**src/rtl/ulpi_pwr_ctrl.sv**
```systemverilog
module ulpi_pwr_ctrl #(
  parameter logic [7:0] PWR_ADDR  = 8'h3D,
  parameter logic [5:0] ESC_ADDR  = 6'h2F,
  parameter logic [7:0] IMPL_MASK = 8'h0D,
  parameter int         FALL_BIT  = 3,
  parameter int         RISE_BIT  = 2,
  parameter int         MODE_BIT  = 0
) (
  input  logic       clk,
  input  logic       rst_n,
  input  logic       acc_valid,
  input  logic       acc_write,
  input  logic [5:0] acc_imm_addr,
  input  logic [7:0] acc_ext_addr,
  input  logic [7:0] acc_wdata,
  output logic       rd_valid,
  output logic [7:0] rd_data,
  input  logic       bvalid_async,
  input  logic       rxcmd_busy,
  output logic       rxcmd_req,
  output logic       rxcmd_alt_int,
  output logic       pin_is_psw
);
  localparam logic [7:0] SET_ADDR = PWR_ADDR + 8'd1;
  localparam logic [7:0] CLR_ADDR = PWR_ADDR + 8'd2;

  logic [7:0] pwr_reg;
  logic [7:0] eff_addr;
  logic [7:0] wmask;
  logic       hit;
  logic       bv_s1, bv_s2, bv_prev;
  logic       ev_rise, ev_fall, ev;
  logic       pend, fire;

  assign eff_addr = (acc_imm_addr == ESC_ADDR) ? acc_ext_addr : {2'b00, acc_imm_addr};
  assign hit      = (eff_addr == PWR_ADDR) || (eff_addr == SET_ADDR) || (eff_addr == CLR_ADDR);
  assign wmask    = acc_wdata & IMPL_MASK;

  always_ff @(posedge clk) begin
    if (!rst_n) begin
      pwr_reg <= '0;
    end else if (acc_valid && acc_write && hit) begin
      if (eff_addr == PWR_ADDR)      pwr_reg <= wmask;
      else if (eff_addr == SET_ADDR) pwr_reg <= pwr_reg | wmask;
      else                           pwr_reg <= pwr_reg & ~wmask;
    end
  end

  always_ff @(posedge clk) begin
    if (!rst_n) begin
      rd_valid <= 1'b0;
      rd_data  <= '0;
    end else begin
      rd_valid <= acc_valid && !acc_write;
      if (acc_valid && !acc_write) rd_data <= hit ? pwr_reg : 8'h00;
    end
  end

  always_ff @(posedge clk) begin
    if (!rst_n) begin
      bv_s1   <= 1'b0;
      bv_s2   <= 1'b0;
      bv_prev <= 1'b0;
    end else begin
      bv_s1   <= bvalid_async;
      bv_s2   <= bv_s1;
      bv_prev <= bv_s2;
    end
  end

  assign ev_rise = bv_s2 && !bv_prev && pwr_reg[RISE_BIT];
  assign ev_fall = !bv_s2 && bv_prev && pwr_reg[FALL_BIT];
  assign ev      = ev_rise || ev_fall;
  assign fire    = !rxcmd_busy && (ev || pend);

  always_ff @(posedge clk) begin
    if (!rst_n) begin
      pend      <= 1'b0;
      rxcmd_req <= 1'b0;
    end else begin
      rxcmd_req <= fire;
      pend      <= rxcmd_busy ? (pend || ev) : (pend && ev);
    end
  end

  assign rxcmd_alt_int = rxcmd_req;
  assign pin_is_psw    = pwr_reg[MODE_BIT];

  a_r7_unimpl_stable: assert property (@(posedge clk) disable iff (!rst_n)
    (acc_valid && acc_write && !hit) |=> $stable(pwr_reg));
  a_r7_unimpl_reads_zero: assert property (@(posedge clk) disable iff (!rst_n)
    (acc_valid && !acc_write && !hit) |=> (rd_data == 8'h00));
  a_r5_rd_valid_next: assert property (@(posedge clk) disable iff (!rst_n)
    (acc_valid && !acc_write) |=> rd_valid);
  a_r5_reserved_read_zero: assert property (@(posedge clk) disable iff (!rst_n)
    rd_valid |-> ((rd_data & ~IMPL_MASK) == 8'h00));
  a_r11_no_req_when_busy: assert property (@(posedge clk) disable iff (!rst_n)
    rxcmd_busy |=> !rxcmd_req);
  a_r8_rise_fires: assert property (@(posedge clk) disable iff (!rst_n)
    (bv_s2 && !bv_prev && pwr_reg[RISE_BIT] && !rxcmd_busy) |=> (rxcmd_req && rxcmd_alt_int));
  a_r10_no_spurious: assert property (@(posedge clk) disable iff (!rst_n)
    (!ev && !pend) |=> !rxcmd_req);
endmodule

```
**config.mk**
```make
export PLATFORM = sky130hd
export DESIGN_NAME = ulpi_pwr_ctrl
export DESIGN_NICKNAME = d
export VERILOG_FILES = /design/src/rtl/ulpi_pwr_ctrl.sv
export SDC_FILE = /design/constraint.sdc
export NUM_CORES = 1
export LEC_CHECK = 0
export ABC_AREA = 1
export BUFFER_PORTS_ARGS = -buffer_cell sky130_fd_sc_hd__buf_2
export CAP_MARGIN = 20
export CORE_ASPECT_RATIO = 0.9
export CORE_MARGIN = 1.5
export CORE_UTILIZATION = 38
export DETAILED_ROUTE_END_ITERATION = 7
export PLACE_DENSITY = 0.74
export SETUP_SLACK_MARGIN = 0.2
export SLEW_MARGIN = 20
export SYNTH_ARGS = -nofsm -noshare
export SYNTH_HDL_FRONTEND = slang
export SYNTH_SLANG_ARGS = --single-unit
```
**constraint.sdc**
```tcl
create_clock -name clk -period 0.95 [get_ports clk]
set_clock_uncertainty 0.15 [all_clocks]
set_input_delay 0.0475 -clock clk [delete_from_list [all_inputs] [get_ports clk]]
set_output_delay 0.0475 -clock clk [all_outputs]
set_load 0.02 [all_outputs]
```
==> impl_metrics.csv <==
group,metric,value,unit
sta,drv_slew,0,
status,status,"finished with violations",
synthesis,synth_commonest_cells,"nand2_1 (29), inv_1 (14), dfxtp_1 (13)",
synthesis,synth_ff_type,"dfxtp_1",
cells_and_area,fill_cells,151,
cts,cts_hold_buf,1,
synthesis,ys_top_cells_by_area,"dfxtp_1 (38%), nand2_1 (16%), inv_1 (7.6%)",
cts,cts_tree,"built",
setup_path,end_kind,"flop",
sta,rsz0062_at_grt,"yes",
sta,setup-violations-final,11,
grt,grt_pass1_vias,691,
die,die_w,47.94,um
synthesis,synth_fp_nets,130,
die,die_h,43.45,um
placed_design,dp_hpwl,1227,um
power_and_ir_drop,power.leakage,0.0005922,uW
synthesis,synthDistinctLibCells,19,
flow_run,cap_violations,0,
routing,first_pass_iters,4,
synthesis,synth.avg_cell_area,6.771,um2
routing,wl_per_cell,11.23,um
die,core,0.001682,mm2
die,initial_core_util,41.07,%
synthesis,synth-edff-count,0,
sta,clock.fmax,968.7,MHz
sta,setup_ws,-82.36,ps
placed_design,io_buffers,34,
cells_and_area,largest_register_ffs,4,
setup_path,cp_data_required_time,970,ps
routing,via_count,761,
setup_path,worst-path-buf-inv,2,
routing,routed_wl,1876,um
cts,clkSinkCount,13,
routing,ant_nets,0,
placed_design,gp_congestion,0.8250,
sta,hold_ws,-216.9,ps
synthesis,synth_top_family_by_area,"simple AND/OR/NAND/NOR gates",
synthesis,yosys.area_share.adder,0,%
routing,first_iter_violations,9,
cells_and_area,area_growth_syn_to_layout,66.12,%
setup_path,cp_top_family,"simple AND/OR/NAND/NOR gates",
cells_and_area,final_layout_size_suffix_gt1_share,54.55,%
sta,fin_crit_sh,108.7,%
cells_and_area,fin_util,68.23,%
sta,period_needed,1032,ps
setup_path,cpMaxStageDelayCell,"nor2_4",
setup_path,worst_path_largest_cell_delay,130,ps
sta,finalHoldViolations,13,
cells_and_area,num_antenna_cells,0,
routing,via_per_inst,4.557,
cells_and_area,instances_no_fill,167,
setup_path,crit_arrival,1050,ps
cts,clock_path_buffers,2,
setup_path,crit_type,"in2reg",
status,violations,"hold timing, setup timing",
grt,antenna_found_initial,0,
synthesis,synth_simple_gate_area_share,36.78,%
setup_path,cp-start-kind,"input pin",
setup_path,cp_max_fo,6,
synthesis,synthesis.area,690.7,um2
grt,grt_usage,19.98,%
synthesis,yosysMostFrequentCell,"nand2_1",
grt,grt_pass1_wl,2980,um
synthesis,netlist.area_leader.share,37.68,%
synthesis,synth_xor_xnor_area_share,0,%
cts,ctsRootBufferMaster,"clkbuf_4",
grt,overflow,0,
synthesis,async_reset_ff_share,0,%
cts,numCtsBuffers,3,
synthesis,synth_mux_area_share,0,%
synthesis,synthCells,102,
die,dieArea,0.002083,mm2
grt,grt_max_degree,10,
sta,max_slew_margin,85.64,%
routing,drc_errors,0,
cts,insertion_delay,270,ps
synthesis,yosysWarnings,0,
power_and_ir_drop,worst_ir_drop_vdd,0.8085,mV
die,ios,40,
die,fp-row-count,14,
setup_path,path_cells,"buf_8, nor2_4, inv_2, nor2_2, nand2_1, nand2_2, nand3_4, nor2_8, nand2_1, nand2_2, a21oi_2",
cts,htreeDepth,1,
sta,fin_tns_setup,-562.8,ps
synthesis,synth_compound_area_share,9.783,%
power_and_ir_drop,powerDensity,986.9,mW/mm2
synthesis,ys_seq_area_share,37.68,%
synthesis,synth_top_area_cell,"dfxtp_1",
worst_hold_path,hp-class,"in2reg",
synthesis,ys_ff_latch,13,
cells_and_area,fin_nets,172,
sta,worst_pin_slew,213.1,ps
cts,clkTransAtPathRegs,70,ps
placed_design,place_inst,160,
[placed cells by master (no fill, tap or decap), types with 4 or more instances in the layout]
cell type	instances
nand2_1	23
buf_2	16
buf_6	16
inv_1	11
buf_4	8
nor2_1	7
dfxtp_2	7
a21oi_1	6
inv_2	5
nand2_2	5
dfxtp_1	5
nand3_1	4
[worst paths after layout]
check	from	endpoint	slack [ps]	cells after the start
max	acc_imm_addr[4]	pwr_reg[0]	-80	11
min	rxcmd_busy	rxcmd_alt_int	-220	2
max reg2reg	bv_prev	rxcmd_alt_int	-80	6
min reg2reg	bv_s1	bv_s2	270	2
[area by class of cell]
cell class	instances	area, um2	share of cell area [%]
clock buffers	4	26.28	2.290
well taps	24	30.03	2.617
repair buffers	43	362.8	31.62
inverters	18	75.07	6.543
flip-flops and latches	13	272.8	23.77
multi-input cells	65	380.4	33.15
[per-layer routing]
metal / up-vias / share of wire (%) / GRT usage (%)
li1: 393 / - / -
met1: 343 / 41 / 23.06
met2: 23 / 54 / 35.20
met3: 2 / 4.2 / 5.833
met4: 0 / 1.0 / 4.865
met5: - / 0 / 0
[timing repair]
item	CTS	global route
gates cloned	0	0
endpoints found under the hold margin	13	13
gates resized for setup	41	15
setup endpoints to repair	20	22
pin swaps	12	7
setup buffers	2	0
[cells by family (layout without fill, tap and decap cells)]
logic type / count (synthesis) / count (layout)
AND/OR/NAND/NOR: 52 / 52
flip-flops: 13 / 13
buffers and inverters: 24 / 65
AO/OA/AOI/OAI: 13 / 13
[stage by stage]
stage	power, uW	area (um2)	setup WS, ps
2_1_floorplan	667.1	723.2	-90.51
3_3_place_gp	752.6	927.1	-286.7
3_5_place_dp	756.9	927.1	-339.5
4_1_cts	1128	1104	-66.65
5_1_grt	1194	1147	-158.1
6_report	1132	1147	-82.36
[worst register-to-register path: cells and delay by family (launching register included)]
kind	cells	cell delay, ps
buf+inv	2	70
flops	1	340
compound gates	2	270
simple gates	2	90
[report_power, final]
| part | total (uW) | internal (uW) | switching [uW] |
|---|---|---|---|
| registers | 567 | 558 | 8.98 |
| clock network | 332 | 163 | 170 |
| logic | 233 | 118 | 115 |
| total | 1130 | 838 | 294 |
Power figures use the tool's default switching activity.
